**src/rtl/asram_pkg.sv**
```systemverilog
`timescale 1ns/1ps
package asram_pkg;

  typedef enum logic [2:0] {
    PH_IDLE,
    PH_WSETUP,
    PH_WPULSE,
    PH_WHOLD,
    PH_RACCESS,
    PH_RTURN
  } phase_e;

  // Strobes from the sequencer to the pin datapath
  typedef struct packed {
    logic load;    // capture request address and data
    logic select;  // memory selected
    logic outEn;   // memory output enable
    logic wrEn;    // write strobe
    logic drive;   // controller drives data bus
    logic sample;  // capture read data
  } strobe_t;

  function automatic int clocksFor(input int ns, input int clkNs);
    int c;
    c = (ns + clkNs - 1) / clkNs;
    return (c < 1) ? 1 : c;
  endfunction

  function automatic int maxOf(input int a, input int b);
    return (a > b) ? a : b;
  endfunction

endpackage

```
**src/rtl/asram_ctrl.sv**
```systemverilog
`timescale 1ns/1ps
module asram_ctrl
  import asram_pkg::*;
#(
  parameter int SETUP_CLK = 1,
  parameter int PULSE_CLK = 6,
  parameter int HZ_CLK    = 3,
  parameter int HOLD_CLK  = 1,
  parameter int ACC_CLK   = 7,
  parameter int TURN_CLK  = 3,
  parameter int CNT_W     = 3
) (
  input  logic    clk,
  input  logic    rstN,
  input  logic    reqValid,
  input  logic    reqWrite,
  output logic    reqReady,
  output logic    wrDone,
  output strobe_t strb
);

  phase_e            state, stateNext;
  logic [CNT_W-1:0]  cnt, cntNext, lastCnt;
  logic              lastClk;

  always_comb begin
    case (state)
      PH_WSETUP:  lastCnt = CNT_W'(SETUP_CLK - 1);
      PH_WPULSE:  lastCnt = CNT_W'(PULSE_CLK - 1);
      PH_WHOLD:   lastCnt = CNT_W'(HOLD_CLK - 1);
      PH_RACCESS: lastCnt = CNT_W'(ACC_CLK - 1);
      PH_RTURN:   lastCnt = CNT_W'(TURN_CLK - 1);
      default:    lastCnt = '0;
    endcase
  end

  assign lastClk = (cnt == lastCnt);

  always_comb begin
    stateNext = state;
    cntNext   = cnt + 1'b1;
    case (state)
      PH_IDLE: begin
        cntNext = '0;
        if (reqValid) stateNext = reqWrite ? PH_WSETUP : PH_RACCESS;
      end
      PH_WSETUP:  if (lastClk) begin stateNext = PH_WPULSE;  cntNext = '0; end
      PH_WPULSE:  if (lastClk) begin stateNext = PH_WHOLD;   cntNext = '0; end
      PH_WHOLD:   if (lastClk) begin stateNext = PH_IDLE;    cntNext = '0; end
      PH_RACCESS: if (lastClk) begin stateNext = PH_RTURN;   cntNext = '0; end
      PH_RTURN:   if (lastClk) begin stateNext = PH_IDLE;    cntNext = '0; end
      default: begin stateNext = PH_IDLE; cntNext = '0; end
    endcase
  end

  always_ff @(posedge clk or negedge rstN) begin
    if (!rstN) begin
      state <= PH_IDLE;
      cnt   <= '0;
    end else begin
      state <= stateNext;
      cnt   <= cntNext;
    end
  end

  always_comb begin
    strb.load   = (state == PH_IDLE) && reqValid;
    strb.select = (state == PH_WSETUP) || (state == PH_WPULSE) ||
                  (state == PH_WHOLD)  || (state == PH_RACCESS);
    strb.outEn  = (state == PH_RACCESS);
    strb.wrEn   = (state == PH_WPULSE);
    strb.drive  = ((state == PH_WPULSE) && (cnt >= CNT_W'(HZ_CLK))) ||
                  ((state == PH_WHOLD) && (cnt == '0));
    strb.sample = (state == PH_RACCESS) && lastClk;
  end

  assign reqReady = (state == PH_IDLE);
  assign wrDone   = (state == PH_WHOLD) && lastClk;

  AST_READY_DROP: assert property (@(posedge clk) disable iff (!rstN)
    (reqValid && reqReady) |=> !reqReady) else $error("ready stayed high");
  AST_DONE_PULSE: assert property (@(posedge clk) disable iff (!rstN)
    wrDone |=> !wrDone) else $error("done longer than one clock");
  AST_DESELECT_IDLE: assert property (@(posedge clk) disable iff (!rstN)
    reqReady |-> !strb.select) else $error("selected while idle");

endmodule

```
**src/rtl/asram_dpath.sv**
```systemverilog
`timescale 1ns/1ps
module asram_dpath
  import asram_pkg::*;
#(
  parameter int ADDR_W = 17,
  parameter int DATA_W = 8
) (
  input  logic              clk,
  input  logic              rstN,
  input  strobe_t           strb,
  input  logic [ADDR_W-1:0] reqAddr,
  input  logic [DATA_W-1:0] reqWdata,
  output logic              rspRdValid,
  output logic [DATA_W-1:0] rspRdata,
  output logic [ADDR_W-1:0] memAddr,
  output logic              memCe1N,
  output logic              memCe2,
  output logic              memOeN,
  output logic              memWeN,
  output logic [DATA_W-1:0] memDqOut,
  output logic              memDqOe,
  input  logic [DATA_W-1:0] memDqIn
);

  logic [ADDR_W-1:0] addrQ;
  logic [DATA_W-1:0] wdataQ, rdataQ;
  logic              rdValidQ;

  always_ff @(posedge clk or negedge rstN) begin
    if (!rstN) begin
      addrQ    <= '0;
      wdataQ   <= '0;
      rdataQ   <= '0;
      rdValidQ <= 1'b0;
    end else begin
      if (strb.load) begin
        addrQ  <= reqAddr;
        wdataQ <= reqWdata;
      end
      if (strb.sample) rdataQ <= memDqIn;
      rdValidQ <= strb.sample;
    end
  end

  assign memAddr    = addrQ;
  assign memCe1N    = !strb.select;
  assign memCe2     = strb.select;
  assign memOeN     = !strb.outEn;
  assign memWeN     = !strb.wrEn;
  assign memDqOut   = wdataQ;
  assign memDqOe    = strb.drive;
  assign rspRdata   = rdataQ;
  assign rspRdValid = rdValidQ;

  AST_RDVALID_PULSE: assert property (@(posedge clk) disable iff (!rstN)
    rspRdValid |=> !rspRdValid) else $error("read valid too long");
  AST_NO_OE_IN_WRITE: assert property (@(posedge clk) disable iff (!rstN)
    !memWeN |-> memOeN) else $error("output enable during write");
  AST_DRIVE_RELEASE: assert property (@(posedge clk) disable iff (!rstN)
    (memDqOe && memWeN) |=> !memDqOe) else $error("driver held too long");
  AST_ADDR_STABLE: assert property (@(posedge clk) disable iff (!rstN)
    (!memCe1N && $past(!memCe1N)) |-> $stable(memAddr)) else $error("address moved");

endmodule

```
**src/rtl/asram_bridge.sv**
```systemverilog
`timescale 1ns/1ps
module asram_bridge
  import asram_pkg::*;
#(
  parameter int ADDR_W    = 17,
  parameter int DATA_W    = 8,
  parameter int CLK_NS    = 10,
  parameter int T_WC_NS   = 70,
  parameter int T_PWE_NS  = 55,
  parameter int T_AW_NS   = 60,
  parameter int T_SD_NS   = 30,
  parameter int T_SA_NS   = 0,
  parameter int T_HZWE_NS = 25,
  parameter int T_AA_NS   = 70,
  parameter int T_DOE_NS  = 35,
  parameter int T_HZOE_NS = 25
) (
  input  logic              clk,
  input  logic              rstN,
  input  logic              reqValid,
  output logic              reqReady,
  input  logic              reqWrite,
  input  logic [ADDR_W-1:0] reqAddr,
  input  logic [DATA_W-1:0] reqWdata,
  output logic              rspRdValid,
  output logic [DATA_W-1:0] rspRdata,
  output logic              rspWrDone,
  output logic [ADDR_W-1:0] memAddr,
  output logic              memCe1N,
  output logic              memCe2,
  output logic              memOeN,
  output logic              memWeN,
  output logic [DATA_W-1:0] memDqOut,
  output logic              memDqOe,
  input  logic [DATA_W-1:0] memDqIn
);

  localparam int SETUP_CLK = clocksFor(T_SA_NS, CLK_NS);
  localparam int HZ_CLK    = clocksFor(T_HZWE_NS, CLK_NS);
  localparam int PULSE_CLK = maxOf(maxOf(clocksFor(T_PWE_NS, CLK_NS),
                                         clocksFor(T_AW_NS, CLK_NS) - SETUP_CLK),
                                   HZ_CLK + clocksFor(T_SD_NS, CLK_NS));
  localparam int HOLD_CLK  = maxOf(1, clocksFor(T_WC_NS, CLK_NS) - SETUP_CLK - PULSE_CLK);
  localparam int ACC_CLK   = maxOf(clocksFor(T_AA_NS, CLK_NS), clocksFor(T_DOE_NS, CLK_NS));
  localparam int TURN_CLK  = clocksFor(T_HZOE_NS, CLK_NS);
  localparam int MAX_CLK   = maxOf(maxOf(maxOf(SETUP_CLK, PULSE_CLK), maxOf(HOLD_CLK, ACC_CLK)),
                                   TURN_CLK);
  localparam int CNT_W     = $clog2(MAX_CLK + 1);

  strobe_t strb;

  asram_ctrl #(
    .SETUP_CLK(SETUP_CLK), .PULSE_CLK(PULSE_CLK), .HZ_CLK(HZ_CLK),
    .HOLD_CLK(HOLD_CLK), .ACC_CLK(ACC_CLK), .TURN_CLK(TURN_CLK), .CNT_W(CNT_W)
  ) i_ctrl (
    .clk(clk), .rstN(rstN), .reqValid(reqValid), .reqWrite(reqWrite),
    .reqReady(reqReady), .wrDone(rspWrDone), .strb(strb)
  );

  asram_dpath #(.ADDR_W(ADDR_W), .DATA_W(DATA_W)) i_dpath (
    .clk(clk), .rstN(rstN), .strb(strb), .reqAddr(reqAddr), .reqWdata(reqWdata),
    .rspRdValid(rspRdValid), .rspRdata(rspRdata), .memAddr(memAddr),
    .memCe1N(memCe1N), .memCe2(memCe2), .memOeN(memOeN), .memWeN(memWeN),
    .memDqOut(memDqOut), .memDqOe(memDqOe), .memDqIn(memDqIn)
  );

endmodule

```
**config.mk**
```make
export PLATFORM = sky130hd
export DESIGN_NAME = asram_bridge
export DESIGN_NICKNAME = d
export VERILOG_FILES = /design/src/rtl/asram_pkg.sv /design/src/rtl/asram_ctrl.sv /design/src/rtl/asram_dpath.sv /design/src/rtl/asram_bridge.sv
export SDC_FILE = /design/constraint.sdc
export NUM_CORES = 1
export LEC_CHECK = 0
export BUFFER_PORTS_ARGS = -buffer_cell sky130_fd_sc_hd__buf_2
export CAP_MARGIN = 20
export CORE_MARGIN = 5
export CORE_UTILIZATION = 50
export CTS_CLUSTER_DIAMETER = 120
export DETAILED_ROUTE_END_ITERATION = 8
export GPL_ROUTABILITY_DRIVEN = 1
export GPL_TIMING_DRIVEN = 0
export PLACE_DENSITY = 0.93
export SLEW_MARGIN = 5
export SYNTH_ARGS = -nofsm -noshare
export SYNTH_HDL_FRONTEND = slang
export SYNTH_SLANG_ARGS = --single-unit
```
**constraint.sdc**
```tcl
create_clock -name clk -period 4.25 [get_ports clk]
set_input_delay 0.85 -clock clk [delete_from_list [all_inputs] [get_ports clk]]
set_output_delay 0.85 -clock clk [all_outputs]
set_load 0.02 [all_outputs]
```
==> run_results.csv <==
group,metric,value,unit
run_status,status,"complete, no violations",
cts,hold_buffers,0,
finish,final_nets,245,
cts,numCtsBuffers,5,
critical_path,crit_path_end_kind,"output pin",
global_route,antenna_found_initial,0,
flow_run,drv_cap,0,
critical_path,reg2reg_from,"i_ctrl.cnt[0]",
global_route,grt-ovfl-total,0,
sta,finalHoldViolCount,0,
routing,viasPerCell,5.00,
routing,vias,1259,
sta,setup_tns,0,ps
sta,fmax,361,MHz
cts,clkLatencyLatePin,330,ps
floorplan,ioPinCount,78,
yosys,netlist.area_leader.share,57.6,%
cts,ctsHtreeMaxLevel,2,
sta,relSlewSlack,42.7,%
worst_hold_path,min_from,"i_dpath.rspRdata[6]",
critical_path,critPathKind,"reg -> out",
cts,clk_path_buf_depth,2,
power,p_per_area,786,nW/um2
cts,cts_resized,0,
sta,final-setup-viol-count,0,
yosys,syn_area,1740,um2
routing,wire_per_inst,14.8,um
routing,first_pass_iters,4,
floorplan,die_h,68.9,um
yosys,avgSynthCellArea,14.4,um2
power,ir_drop,0.444,mV
yosys,yosysSeqAreaShare,57.6,%
yosys,yosys.area.top_type,"dfrtp_1",
yosys,synth_most_common_cell,"dfrtp_1",
worst_hold_path,hold_end,"i_dpath.rspRdata[6]",
global_route,grt_max_degree,41,
cts,tritoncts,"yes",
routing,routed_wirelength,3730,um
finish,antenna_cells,0,
critical_path,cpMostUsedCell,"ha_1",
floorplan,row_count,21,
place,placed_cells,244,
finish,multi_input_area,676,um2
cts,post_cts_buffers,0,
critical_path,crit_chain,"ha_1, ha_1, a2111oi_0, nor4b_1, buf_2",
critical_path,path_buf_inv,1,
floorplan,coreArea,3340,um2
sta,post-route-period-util,65.2,%
yosys,synth_nets,161,
critical_path,rr_worst_depth,4,
global_route,track_usage,17.2,%
sta,hold_ws,512,ps
sta,worstMarginPinSlew,859,ps
critical_path,rrSetupSlack,2480,ps
yosys,synth-main-ff-cell,"dfrtp_1",
cts,clk_pin_slew,110,ps
floorplan,die_w,68.9,um
worst_hold_path,whs_path_depth,1,
floorplan,dieArea,4750,um2
cts,cts-root-buf,"clkbuf_4",
finish,area.growth.synth_to_final,28.9,%
critical_path,cpLargestDelayFamily,"flip-flops",
yosys,yosysWarnings,0,
yosys,ys_ff_latch,40,
sta,fin_crit,2770,ps
yosys,synthCells,121,
yosys,synth.area.top_cells,"dfrtp_1 58%, mux2_2 22%, buf_4 2.2%",
sta,fin_worst_skew,1.10,ps
critical_path,cp-start-kind,"flip-flop",
worst_hold_path,min_path_type,"reg -> reg",
finish,fill_cells,273,
critical_path,r2r_end,"i_ctrl.state[0]",
finish,finalNonFillerCells,252,
yosys,synth_common_cells,"40 x dfrtp_1, 34 x mux2_2, 5 x buf_4, 5 x nor2_1, 4 x inv_1",
critical_path,crit_fanout,8,
yosys,async_flop_share,100,%
finish,seq_area,1000,um2
finish,drive_above_1_share,63.6,%
global_route,grt_pass1_wl,5890,um
critical_path,slowest_delay,500,ps
power,p_leak,1.11,nW
critical_path,critical_path.slowest_cell,"dfrtp_1",
routing,drtIter0Drc,120,
global_route,grt_pass1_vias,1340,
critical_path,required,3400,ps
cts,cts_sinks,40,
place,globalplace.congestion,0.767,
floorplan,start_util,52.0,%
routing,drtAntennaViolNets,0,
routing,route.detailed.drc,0,
yosys,synth_edf_count,0,
sta,maxSlewViolCount,0,
sta,rsz0062_at_grt,"false",
yosys,synthDistinctLibCells,30,
place,port_buffers,77,
critical_path,arrival,1920,ps
place,dpl.hpwl,2870,um
[area by class of cell]
cell class | count | share of cell area [%]
buffer | 6 | 1.84
clock buffer | 8 | 2.63
inverter | 5 | 0.838
multi-input combinational | 70 | 30.2
sequential | 40 | 44.7
tap | 46 | 2.57
timing repair buffer | 77 | 17.2
[report_power, final]
group / internal (mW) / total [mW] / leakage, nW / switching [mW]
Sequential: 0.565 / 0.675 / 0.480 / 0.111
Clock: 0.0817 / 0.195 / 0.0326 / 0.113
Combinational: 0.379 / 0.889 / 0.600 / 0.510
Total: 1.03 / 1.76 / 1.11 / 0.734
[cells in the final DEF, fill, tap and decap left out, types with 2 or more instances in the layout]
| master | count |
|---|---|
| xnor2_1 | 2 |
| mux2_2 | 34 |
| buf_2 | 77 |
| inv_1 | 4 |
| nand2_1 | 3 |
| o21ai_0 | 2 |
| nor2_1 | 5 |
| clkbuf_4 | 5 |
| a21oi_1 | 2 |
| a211oi_1 | 2 |
| clkbuf_1 | 3 |
| dfrtp_1 | 40 |
| ha_1 | 3 |
| buf_4 | 5 |
[worst max-delay path by stage]
stage	from	cells after the start	slack (ps)	to
6_report	i_ctrl.cnt[0]	5	1480	memDqOe
5_1_grt	i_ctrl.cnt[0]	5	1310	memDqOe
4_1_cts	i_ctrl.cnt[0]	5	1450	memDqOe
3_5_place_dp	i_ctrl.cnt[0]	5	1860	memDqOe
3_3_place_gp	i_ctrl.cnt[0]	5	1860	memDqOe
2_1_floorplan	i_ctrl.cnt[0]	4	1790	memDqOe
[flip-flops by register name (all words and copies together), names as in the netlist]
signal,cells
i_dpath.memAddr,17
i_dpath.memDqOut,8
i_dpath.rspRdata,8
i_ctrl.cnt,3
i_ctrl.state,3
i_dpath.rspRdValid,1
[cells by family after synthesis]
kind of cell | synth area share (%)
flip-flops | 57.6
multiplexers | 22.0
XOR/XNOR | 1.01
adder cells (fa/ha/maj) | 2.16
AND/OR/NAND/NOR | 9.44
AO/OA/AOI/OAI | 4.25
buffers and inverters | 3.46
[layer usage]
layer	routed length, um	track usage [%]
met2	1790	28.1
met1	1540	19.4
met4	45	8.76
met5	0	0
met3	358	6.97
[metrics by stage]
stage | util, % | power [mW] | setup WS, ps | cell area [um2]
6_report | 67.1 | 1.76 | 1480 | 2240
5_1_grt | 67.1 | 1.89 | 1310 | 2240
4_1_cts | 67.1 | 1.78 | 1450 | 2240
3_5_place_dp | 65.3 | 1.58 | 1860 | 2180
3_3_place_gp | 65.3 | 1.54 | 1860 | 2180
2_1_floorplan | - | 1.28 | 1790 | 1740
No activity file was read; power rests on OpenSTA's default activity.
